$ cat src/rtl/cdram_pkg.sv
package cdram_pkg;
  typedef enum logic [2:0] {
    OP_IDLE  = 3'd0,
    OP_READ  = 3'd1,
    OP_WRITE = 3'd2,
    OP_RFSH  = 3'd3,
    OP_SELF  = 3'd4,
    OP_ILL   = 3'd7
  } op_e;

  typedef struct packed {
    logic row_n;
    logic col_n;
    logic wr;
    logic rfsh_n;
    logic we_n;
    logic cs_n;
  } ctl_t;

  localparam int unsigned CTL_W = $bits(ctl_t);
endpackage

$ cat src/rtl/cdram_sync.sv
module cdram_sync #(
  parameter int unsigned W = 1,
  parameter int unsigned STAGES = 2,
  parameter logic [W-1:0] RST_VAL = '0
) (
  input  logic         clk_i,
  input  logic         rst_ni,
  input  logic [W-1:0] d_i,
  output logic [W-1:0] q_o
);
  logic [W-1:0] stg_q [STAGES];

  for (genvar g = 0; g < STAGES; g++) begin : g_stg
    if (g == 0) begin : g_first
      always_ff @(posedge clk_i or negedge rst_ni) begin
        if (!rst_ni) stg_q[g] <= RST_VAL;
        else         stg_q[g] <= d_i;
      end
    end else begin : g_next
      always_ff @(posedge clk_i or negedge rst_ni) begin
        if (!rst_ni) stg_q[g] <= RST_VAL;
        else         stg_q[g] <= stg_q[g-1];
      end
    end
  end

  assign q_o = stg_q[STAGES-1];
endmodule

$ cat src/rtl/cdram_op_decode.sv
module cdram_op_decode
  import cdram_pkg::*;
(
  input  logic col_n_i,
  input  logic wr_i,
  input  logic rfsh_n_i,
  input  logic we_n_i,
  input  logic cs_n_i,
  output op_e  op_o
);
  // refresh pin wins; self-refresh needs cs high so it precedes the unselected check
  always_comb begin
    if (!rfsh_n_i)                                op_o = OP_RFSH;
    else if (cs_n_i && wr_i && we_n_i && !col_n_i) op_o = OP_SELF;
    else if (cs_n_i || !col_n_i)                  op_o = OP_ILL;
    else if (wr_i)                                op_o = OP_WRITE;
    else                                          op_o = OP_READ;
  end
endmodule

$ cat src/rtl/cdram_rfsh_ctr.sv
module cdram_rfsh_ctr #(
  parameter int unsigned AW = 11
) (
  input  logic          clk_i,
  input  logic          rst_ni,
  input  logic          adv_i,
  output logic [AW-1:0] cnt_o
);
  logic [AW-1:0] cnt_q;

  always_ff @(posedge clk_i or negedge rst_ni) begin
    if (!rst_ni)    cnt_q <= '0;
    else if (adv_i) cnt_q <= cnt_q + 1'b1;
  end

  assign cnt_o = cnt_q;


  ctr_hold_chk: assert property (@(posedge clk_i) disable iff (!rst_ni)
    !adv_i |=> $stable(cnt_o));
endmodule

$ cat src/rtl/cdram_col_latch.sv
module cdram_col_latch #(
  parameter int unsigned AW = 11
) (
  input  logic          clk_i,
  input  logic          rst_ni,
  input  logic          stb_i,
  input  logic [AW-1:0] addr_i,
  output logic [AW-1:0] addr_o
);
  logic [AW-1:0] held_q;

  always_ff @(posedge clk_i or negedge rst_ni) begin
    if (!rst_ni)    held_q <= '0;
    else if (stb_i) held_q <= addr_i;
  end

  // transparent while strobe high
  assign addr_o = stb_i ? addr_i : held_q;


  col_hold_chk: assert property (@(posedge clk_i) disable iff (!rst_ni)
    (!stb_i && $past(!stb_i)) |-> $stable(addr_o));
endmodule

$ cat src/rtl/cdram_cmd_dec.sv
module cdram_cmd_dec
  import cdram_pkg::*;
#(
  parameter int unsigned AW = 11,
  parameter int unsigned SYNC_STAGES = 2
) (
  input  logic          clk_i,
  input  logic          rst_ni,
  input  logic          row_n_i,
  input  logic          col_n_i,
  input  logic          wr_i,
  input  logic          rfsh_n_i,
  input  logic          we_n_i,
  input  logic          cs_n_i,
  input  logic [AW-1:0] addr_i,
  output logic [2:0]    op_o,
  output logic          illegal_o,
  output logic [AW-1:0] row_addr_o,
  output logic [AW-1:0] col_addr_o,
  output logic [1:0]    word_sel_o,
  output logic          self_rfsh_o,
  output logic          data_wr_o
);
  ctl_t          ctl_raw, ctl_s;
  logic [AW-1:0] addr_s;
  logic          row_d_q, row_fall, row_rise;
  op_e           dec_op, op_q;
  logic          illegal_q, self_q;
  logic [AW-1:0] row_q, rfsh_cnt;
  logic          rfsh_adv;

  assign ctl_raw = '{row_n: row_n_i, col_n: col_n_i, wr: wr_i,
                     rfsh_n: rfsh_n_i, we_n: we_n_i, cs_n: cs_n_i};

  cdram_sync #(.W(CTL_W), .STAGES(SYNC_STAGES), .RST_VAL({CTL_W{1'b1}})) u_ctl_sync (
    .clk_i(clk_i), .rst_ni(rst_ni), .d_i(ctl_raw), .q_o(ctl_s));

  cdram_sync #(.W(AW), .STAGES(SYNC_STAGES), .RST_VAL('0)) u_addr_sync (
    .clk_i(clk_i), .rst_ni(rst_ni), .d_i(addr_i), .q_o(addr_s));

  cdram_op_decode u_dec (
    .col_n_i(ctl_s.col_n), .wr_i(ctl_s.wr), .rfsh_n_i(ctl_s.rfsh_n),
    .we_n_i(ctl_s.we_n), .cs_n_i(ctl_s.cs_n), .op_o(dec_op));

  assign row_fall = row_d_q & ~ctl_s.row_n;
  assign row_rise = ~row_d_q & ctl_s.row_n;
  assign rfsh_adv = row_fall && (dec_op == OP_RFSH);

  cdram_rfsh_ctr #(.AW(AW)) u_ctr (
    .clk_i(clk_i), .rst_ni(rst_ni), .adv_i(rfsh_adv), .cnt_o(rfsh_cnt));

  cdram_col_latch #(.AW(AW)) u_col (
    .clk_i(clk_i), .rst_ni(rst_ni), .stb_i(ctl_s.col_n),
    .addr_i(addr_s), .addr_o(col_addr_o));

  always_ff @(posedge clk_i or negedge rst_ni) begin
    if (!rst_ni) begin
      row_d_q   <= 1'b1;
      op_q      <= OP_IDLE;
      illegal_q <= 1'b0;
      self_q    <= 1'b0;
      row_q     <= '0;
    end else begin
      row_d_q <= ctl_s.row_n;
      if (row_fall) begin
        op_q      <= dec_op;
        illegal_q <= (dec_op == OP_ILL);
        if (dec_op == OP_READ || dec_op == OP_WRITE) row_q <= addr_s;
        else if (dec_op == OP_RFSH)                  row_q <= rfsh_cnt;
      end else begin
        op_q      <= OP_IDLE;
        illegal_q <= 1'b0;
      end
      if (row_fall && dec_op == OP_SELF) self_q <= 1'b1;
      else if (row_rise)                 self_q <= 1'b0;
    end
  end

  assign op_o        = op_q;
  assign illegal_o   = illegal_q;
  assign row_addr_o  = row_q;
  assign self_rfsh_o = self_q;
  assign word_sel_o  = col_addr_o[1:0];
  assign data_wr_o   = ~ctl_s.col_n & ~ctl_s.we_n;


  op_pulse_chk: assert property (@(posedge clk_i) disable iff (!rst_ni)
    (op_o != OP_IDLE) |=> (op_o == OP_IDLE));


  rfsh_adv_chk: assert property (@(posedge clk_i) disable iff (!rst_ni)
    (op_o == OP_RFSH) |-> (rfsh_cnt == AW'(row_addr_o + 1'b1)));


  self_entry_chk: assert property (@(posedge clk_i) disable iff (!rst_ni)
    $rose(self_rfsh_o) |-> (op_o == OP_SELF));


  ill_row_chk: assert property (@(posedge clk_i) disable iff (!rst_ni)
    illegal_o |-> $stable(row_addr_o));
endmodule

$ cat config.mk
export PLATFORM = sky130hd
export DESIGN_NAME = cdram_cmd_dec
export DESIGN_NICKNAME = d
export VERILOG_FILES = /design/src/rtl/cdram_pkg.sv /design/src/rtl/cdram_sync.sv /design/src/rtl/cdram_op_decode.sv /design/src/rtl/cdram_rfsh_ctr.sv /design/src/rtl/cdram_col_latch.sv /design/src/rtl/cdram_cmd_dec.sv
export SDC_FILE = /design/constraint.sdc
export NUM_CORES = 1
export LEC_CHECK = 0
export BUFFER_PORTS_ARGS = -buffer_cell sky130_fd_sc_hd__buf_4
export CAP_MARGIN = 0
export CORE_ASPECT_RATIO = 1.5
export CORE_MARGIN = 2
export CORE_UTILIZATION = 49
export CTS_CLUSTER_SIZE = 8
export DETAILED_ROUTE_END_ITERATION = 16
export GPL_ROUTABILITY_DRIVEN = 0
export MAX_ROUTING_LAYER = met4
export PLACE_DENSITY = 0.73
export SLEW_MARGIN = 5
export SYNTH_ARGS = -nofsm -noshare
export SYNTH_HDL_FRONTEND = slang
export SYNTH_HIERARCHICAL = 1
export SYNTH_SLANG_ARGS = --single-unit
$ cat constraint.sdc
create_clock -name clk_i -period 8.25 [get_ports clk_i]
set_input_delay 0.825 -clock clk_i [delete_from_list [all_inputs] [get_ports clk_i]]
set_output_delay 0.825 -clock clk_i [all_outputs]
set_load 0.01 [all_outputs]
After elaboration in Yosys (flattened, before gate mapping)
Index checks and enable logic that the tools add are counted.
- flip-flop bits (word level): 73
- bits of input ports: 19
- output and inout port bits: 30
- logic and storage cells: 46
- $add $sub $neg: 1
- equal/unequal tests: 5
- muxes and demuxes: 11
- bitwise operators: 7
- reduce and logical (&&, ||, !) cells: 11
- operator list (cell ; count):
    11-bit two-way mux ; 3
    3-bit two-way mux ; 4
    11-bit by 1-bit adder with 11-bit output, second input constant ; 1
    3-bit by 2-bit == test with 1-bit output, second input constant ; 2
    3-bit == test, second input constant ; 2
    1-bit logical AND ; 5
    1-bit NOT ; 4
    2-bit nonzero test ; 2
    1-bit bitwise AND ; 3
    3-bit by 1-bit == test with 1-bit output, second input constant ; 1
    1-bit two-way mux ; 3
    1-bit logical OR ; 2
    2-bit two-way mux ; 1
    2-bit AND reduction ; 1
    1-bit logical NOT ; 1

Longest topological paths before layout
Gate-level depths: netlist of the first run.
- depth in word-level cells: 9
- mapped depth: 10

Modules after synthesis
Netlist of the first run, hierarchy kept.
- by module, submodules not included (module ; times used ; cells each ; area an instance (um^2)):
    cdram_cmd_dec ; 1 ; 94 ; 1003.5
    cdram_sync (u_addr_sync) ; 1 ; 33 ; 633.1
    cdram_rfsh_ctr ; 1 ; 40 ; 496.7
    cdram_col_latch ; 1 ; 23 ; 447.9
    cdram_sync (u_ctl_sync) ; 1 ; 18 ; 360.3
    cdram_op_decode ; 1 ; 7 ; 57.6

Worst setup path before layout of the first run
Ideal clock, no wire load.
- kind: reg2reg
- from: register u_ctl_sync.stg_q (netlist bit u_ctl_sync/q_o[4])
- to: register u_ctr.cnt_q[10] (netlist: u_ctr/cnt_o[10])
- data arrival time: 2510 ps
- data required time: 8171 ps
- slack: 5661 ps
- cell stages (with the launch flop): 10
- path buffers: 2
- period minus slack after synthesis: 2589 ps
- cells stage by stage: dfstp_2 buf_4 and4b_1 o21ai_1 nand2_2 buf_6 nor3_1 nand4_4 nor4_4 xor2_1
- word-level cells in the longest chain between the ends: 7
- elaborated cells on any way between the ends: 8
- those cells by class: eq/ne: 1; mux: 3; reduce/logical: 4
- RTL lines (item ; line ; text):
    start, declared ; cdram_sync.sv:11 ; logic [W-1:0] stg_q [STAGES];
    start signal, assigned by index ; cdram_sync.sv:22 ; else stg_q[g] <= stg_q[g-1];
    1-bit logical NOT * ; cdram_op_decode.sv:14, cdram_op_decode.sv:15 ;
    1-bit logical OR ; cdram_op_decode.sv:15 ; else if (cs_n_i || !col_n_i) op_o = OP_ILL;
    3-bit two-way mux ; cdram_op_decode.sv:15 ;
    3-bit two-way mux * ; cdram_op_decode.sv:14 ; else if (cs_n_i && wr_i && we_n_i && !col_n_i) op_o = OP_SELF;
    3-bit two-way mux * ; cdram_op_decode.sv:13 ; if (!rfsh_n_i) op_o = OP_RFSH;
    via dec_op[1] ; cdram_cmd_dec.sv:27 ; op_e dec_op, op_q;
    3-bit by 2-bit == test with 1-bit output * ; cdram_cmd_dec.sv:47 ; assign rfsh_adv = row_fall && (dec_op == OP_RFSH);
    1-bit logical AND * ; cdram_cmd_dec.sv:47 ;
    via rfsh_adv ; cdram_cmd_dec.sv:30 ; logic rfsh_adv;
    end signal, assigned ; cdram_rfsh_ctr.sv:13 ; else if (adv_i) cnt_q <= cnt_q + 1'b1;
    end, declared ; cdram_rfsh_ctr.sv:9 ; logic [AW-1:0] cnt_q;
Mark *: on every way through the listed nets, which the timed path passes. The rest lies on a longest branch.
A chain may end at the register's enable or synchronous reset.

Worst setup path in the final report of the first run
- from: register u_ctl_sync.stg_q (netlist bit u_ctl_sync/q_o[4])
- to: register u_ctr.cnt_q[7] (netlist: u_ctr/cnt_o[7])
Same word-level chain as after synthesis.

==> metrics, run 1 <==
final worst slack=4680 ps; Placed Instance Area=3240 um2; ant diodes=0; logic gate share of total power=15.4%; yosys warns=6; vias post-DR=1600; cts hold-fix bufs=0; Max clock buf depth=2; Max rail drop VDD=between 150 and 200 uV; DP Cell Count=309; Post-Syn Area=3000 um2; DIE AREA=roughly 6800 um2; Max Slew Vio Count=0; outcome=complete, no violations; Post-Syn Nets=235; Worst-Skew Late Latency=350 ps; Sw Ratio=26.9%; Ports=a little under 50; Root Driver=clkbuf_8; Slew @ Worst Pin=927 ps; Hold Fails Final Rpt=0; Critical Path Fanout Max=16; Clk pwr share=32.0%; Setup CP Type=register to register; Register Area=1840 um2; Period minus WS final=between 3000 and 4000 ps; Final Cycle Share=between 40% and 50%; Post-Route WL=4.47 mm; Avg WL per Cell=13.7 um; Sum Neg Setup Slack=0 ps; H-tree depth=3; Synth Flop Type=dfrtp_1; total grt overflow=0; Syn-to-layout area delta=14.5%; sequential area share after synthesis=61.5%; unrepaired setup endpoints after global routing=no; vias in the first global route=1607; Net Switching=roughly 230 uW; Place WS=4650 ps; area of the multi-input gates=896 um2; total track usage=between 10% and 20%; CTS tree=built; Syn Area/Cell=13.9 um2; Critical Path AT=3840 ps; Rows=34; Fmax achieved=280 MHz; Placeable Area=between 5000 and 6000 um2; relative slew slack=37.8%; Netlist cell types=37; initial DRC count=80; post-DP HPWL=3.13 mm; Worst-path clk slew=80 ps; vias per cell=4.92; CP endpoint kind=register; Flop pwr share=a little over half; drt first pass iters=4; max_cap viols=0; Final Instance Area=3430 um2; number of synthesized register bits=73; R2R depth=7; Antenna Nets Post-Route=0; Sink Count=73; FILL cells=518; P_int=614 uW; synthesized netlist cell count=215; Die Y=between 90 and 100 um; largest net degree at the start of global routing=74; CP Data Required Time=8520 ps; Initial Utilization=51.1%; class of the worst hold path=register to register; first-pass GRT wire length=7.41 mm; fin cells=~330; CTS buffer count=9; post-CTS setup buffer count=0; Leakage=roughly 1.6 nW; most frequent cells in the layout=dfrtp_1 (60), buf_4 (48), inv_1 (13), dfstp_2 (13); number of synthesized flops with an enable pin=0; fin util=58.5%; PostCTS Resize Cnt=0; DRC Markers=0; ys async rst share=100%; Die Wd=67.9 um; most common cell after layout, fill and taps aside=dfrtp_1; hold path depth=0; initial antenna violation count=0; final setup violating endpoints=0; crit path launch type=register; pwr/cell area=245 nW/um2; Buffers on Ports=between 40 and 50; layout cells sized above 1=39.9%; Final nets=268; Clock Skew=between 6 and 7 ps
## stage by stage
step / hold WS [ps] / total power, mW
final: 345 / 0.840
after detailed placement: 335 / 0.581
after CTS: 351 / 0.850
after global routing: 356 / 0.888
after global placement: 332 / 0.577
after floorplan: 331 / 0.522
## worst max-delay path, stage by stage (launching register included)
cell and delay [ps]:
dfstp_2 780, and4b_1 240, o21ai_1 730, nand2_2 340
nor3_1 710, nand4_4 240, nor3_1 280, xor2_1 170
## final timing paths
check | to | start | slack, ps
max in group asynchronous | u_col/held_q[1] | rst_ni | 7110
min in group asynchronous | row_addr_o[4] | rst_ni | 600
setup reg to reg | u_ctr/cnt_o[7] | u_ctl_sync/q_o[4] | 4680
hold / removal | u_addr_sync/q_o[1] | u_addr_sync/stg_q[12] | 340
hold reg to reg | u_addr_sync/q_o[1] | u_addr_sync/stg_q[12] | 340
setup / recovery | u_ctr/cnt_o[7] | u_ctl_sync/q_o[4] | 4680
## state kept, by name (all words and copies together) (netlist names)
name,cells
u_col/held_q,11
illegal_o,1
u_ctl_sync/stg_q,6
u_ctl_sync/q_o,6
row_addr_o,11
self_rfsh_o,1
op_o,3
u_ctr/cnt_o,11
row_d_q,1
u_addr_sync/q_o,11
u_addr_sync/stg_q,11
## cell families after synthesis
family,after synthesis,synth area share (%)
AO/OA/AOI/OAI,26,7.18
multiplexers,23,9.43
buffers and inverters,39,8.68
XOR/XNOR,10,2.92
AND/OR/NAND/NOR,43,9.93
flip-flops,73,61.5
adder cells (fa/ha/maj),1,0.417
## cell usage after synthesis (4+ instances only)
cell      count  area [um2]
o221ai_1     11        96.3
o21a_2        6        52.6
or2_1        11        68.8
o21a_1        5        37.5
mux2i_1      11         110
mux2_4       10         150
dfrtp_1      60        1500
xnor2_1       5        43.8
inv_1        13        48.8
xor2_1        5        43.8
nor3_1        4        20.0
buf_6         5        56.3
dfstp_2      13         342
nand2_1       5        18.8
buf_4        20         150
## power groups by stage
| stage | sequential (mW) | clock, mW | combinational [mW] |
|---|---|---|---|
| 2_1_floorplan | 0.446 | 0 | 0.0765 |
| 3_3_place_gp | 0.447 | 0 | 0.131 |
| 3_5_place_dp | 0.448 | 0 | 0.133 |
| 4_1_cts | 0.442 | 0.276 | 0.133 |
| 5_1_grt | 0.448 | 0.295 | 0.146 |
| 6_report | 0.441 | 0.269 | 0.130 |
## layer usage
| metal | global-route usage, % | share of wire [%] | up-vias | routed length (um) |
|---|---|---|---|---|
| met5 | - | 0 | - | 0 |
| met4 | 9.23 | 2.1 | 0 | 96 |
| met3 | 4.37 | 5.2 | 10 | 230 |
| met2 | 22.2 | 49 | 45 | 2190 |
| met1 | 19.8 | 44 | 767 | 1950 |
| li1 | - | - | 778 | - |
## area by class of cell
type	count	area share [%]
repair buffers	48	10.5
inverters	13	1.42
well taps	72	2.62
multi-input cells	103	26.1
clock inverters	7	2.08
flip-flops and latches	73	53.7
clock buffers	9	3.61
(Power assumes the default switching activity.)
==> run 2, diff against run 1 <==
==> constraint.sdc (replaced) <==
create_clock -name clk_i -period 3.7 [get_ports clk_i]
set_input_delay 0.37 -clock clk_i [delete_from_list [all_inputs] [get_ports clk_i]]
set_output_delay 0.37 -clock clk_i [all_outputs]
set_load 0.01 [all_outputs]
==> run 2 against run 1 <==
  * Register-to-register slack worse by 3700 ps
  * Final area is 2.0% higher
  * Critical endpoint is now u_ctr/cnt_o[10]
  * Critical path depth is 2 higher
  * Utilization is 1.2 points higher
  * Count of clock-buffer cells in the layout is 1 higher
  * Critical path type unchanged
  * Clock skew hardly changed
==> metrics, run 2 (synthesis gave the netlist of run 1 again) <==
outcome=complete, no violations; Initial Utilization=51.1%; Syn-to-layout area delta=16.8%; Critical Path Fanout Max=25; Sum Neg Setup Slack=0 ps; Max Slew Vio Count=0; Setup CP Type=register to register; CTS buffer count=9; vias in the first global route=around 1600; crit-path most repeated cell=buf_4; Worst-path clk slew=approximately 80 ps; Slowest cell on crit path=dfstp_2; most frequent cells in the layout=dfrtp_1 (60), buf_4 (51), inv_1 (13), dfstp_2 (13); Slew @ Worst Pin=840 ps; Rows=34; Final nets=271; CTS tree=built; RR Endpoint=u_ctr/cnt_o[10]; vias post-DR=between 1500 and 2000; pwr/cell area=~580 nW/um2; crit path launch type=register; Die Wd=67.9 um; H-tree depth=3; Root Driver=clkbuf_8; total grt overflow=0; fin util=approximately 60%; R2R depth=9; Period minus WS final=2750 ps; hold worst-path end=u_addr_sync/stg_q[18]; r2r setup slk=950 ps; HP Start=addr_i[7]; Placed Instance Area=3260 um2; Sink Count=73; final setup violating endpoints=0; CP endpoint kind=register; Worst R2R Start=u_ctl_sync/q_o[4]; post-CTS setup buffer count=0; Worst-Skew Late Latency=between 300 and 400 ps; Final Instance Area=3500 um2; Max clock buf depth=2; Final Cycle Share=74.3%; initial antenna violation count=0; Ports=49; first-pass GRT wire length=7.49 mm; Antenna Nets Post-Route=0; cell chain of the critical path=and3b_1, o211ai_2, buf_4, nand2_2, nor3_1, buf_4, nand4_4, nor4_4, xor2_1; PostCTS Resize Cnt=0; hold path depth=1; relative slew slack=44.0%; layout cells sized above 1=40.6%; Max rail drop VDD=581 uV; Die Y=99.8 um; vias per cell=a little under 5; Avg WL per Cell=14.3 um; total track usage=between 15 and 20%; class of the worst hold path=input port to register; Critical Path AT=about 3000 ps; initial DRC count=76; ant diodes=0; CP max stage delay=between 700 and 800 ps; Power, Total=approximately 2 mW; Placeable Area=slightly below 6000 um2; Post-Route WL=4.69 mm; Clock Skew=about 5.9 ps; most common cell after layout, fill and taps aside=dfrtp_1; CP Data Required Time=3960 ps; Leakage=1.61 nW; DRC Markers=0; DIE AREA=6780 um2; post-DP HPWL=3.19 mm; Hold Fails Final Rpt=0; unrepaired setup endpoints after global routing=no; largest net degree at the start of global routing=74; Buffers on Ports=between 40 and 50; Fmax achieved=364 MHz; max_cap viols=0; cts hold-fix bufs=0; drt first pass iters=4
-- run 2: cell types whose count changed in the layout (fill, tap and decap cells not counted) --
| cell | previous run | this run |
|---|---|---|
| clkinv_2 | 1 | 0 |
| clkinv_4 | 2 | 1 |
| bufinv_16 | 1 | 3 |
| clkbuf_1 | 0 | 1 |
| clkinvlp_4 | 2 | 1 |
| clkinv_1 | 1 | 0 |
| buf_4 | 48 | 51 |
| inv_6 | 0 | 1 |
-- run 2: metal layers --
metal	track usage, %	vias to the layer above	wire length (um)
li1	-	782	-
met1	19.5	789	2020
met2	23.4	50	2340
met3	3.70	8	227
met4	9.69	0	98
met5	-	-	0
-- run 2: layout make-up --
type | count | area [um2]
inverter | 13 | 48.8
tap | 72 | 90.1
sequential | 73 | 1840
multi-input combinational | 103 | 896
clock buffer | 10 | 128
fill | 484 | 2370
timing repair buffer | 51 | 383
clock inverter | 6 | 115
-- run 2: how the worst max path moves through the flow --
stage | cells past startpoint | slack (ps) | startpoint | to
floorplan | 9 | 1110 | u_ctl_sync/q_o[4] | u_ctr/cnt_o[10]
global placement | 9 | 1140 | u_ctl_sync/q_o[4] | u_ctr/cnt_o[10]
detailed placement | 9 | 1040 | u_ctl_sync/q_o[4] | u_ctr/cnt_o[10]
CTS | 9 | 980 | u_ctl_sync/q_o[4] | u_ctr/cnt_o[10]
global route | 9 | 770 | u_ctl_sync/q_o[4] | u_ctr/cnt_o[10]
finish | 9 | 950 | u_ctl_sync/q_o[4] | u_ctr/cnt_o[10]
-- run 2: metrics by stage --
| step | setup slack [ps] | hold WS [ps] | cells |
|---|---|---|---|
| final | 950 | 124 | 328 |
| after global routing | 765 | 108 | 328 |
| after CTS | 982 | 107 | 328 |
| after detailed placement | 1040 | 335 | 312 |
| after global placement | 1140 | 332 | 312 |
| after floorplan | 1110 | 74.4 | 215 |
-- run 2: critical path: cells and delay by family, from the launching register on --
kind | cells | cell delay (ps)
buffers and inverters | 2 | 440
AND/OR/NAND/NOR | 5 | 1070
XOR/XNOR | 1 | 210
flip-flops | 1 | 790
AO/OA/AOI/OAI | 1 | 150
-- run 2: power by group --
part	internal, mW	leakage, nW	total (mW)	switching, mW
clock	0.451	0.117	0.739	0.287
combinational	0.165	0.615	0.296	0.131
sequential	0.897	0.877	0.985	0.0879
total	1.51	1.61	2.02	0.506
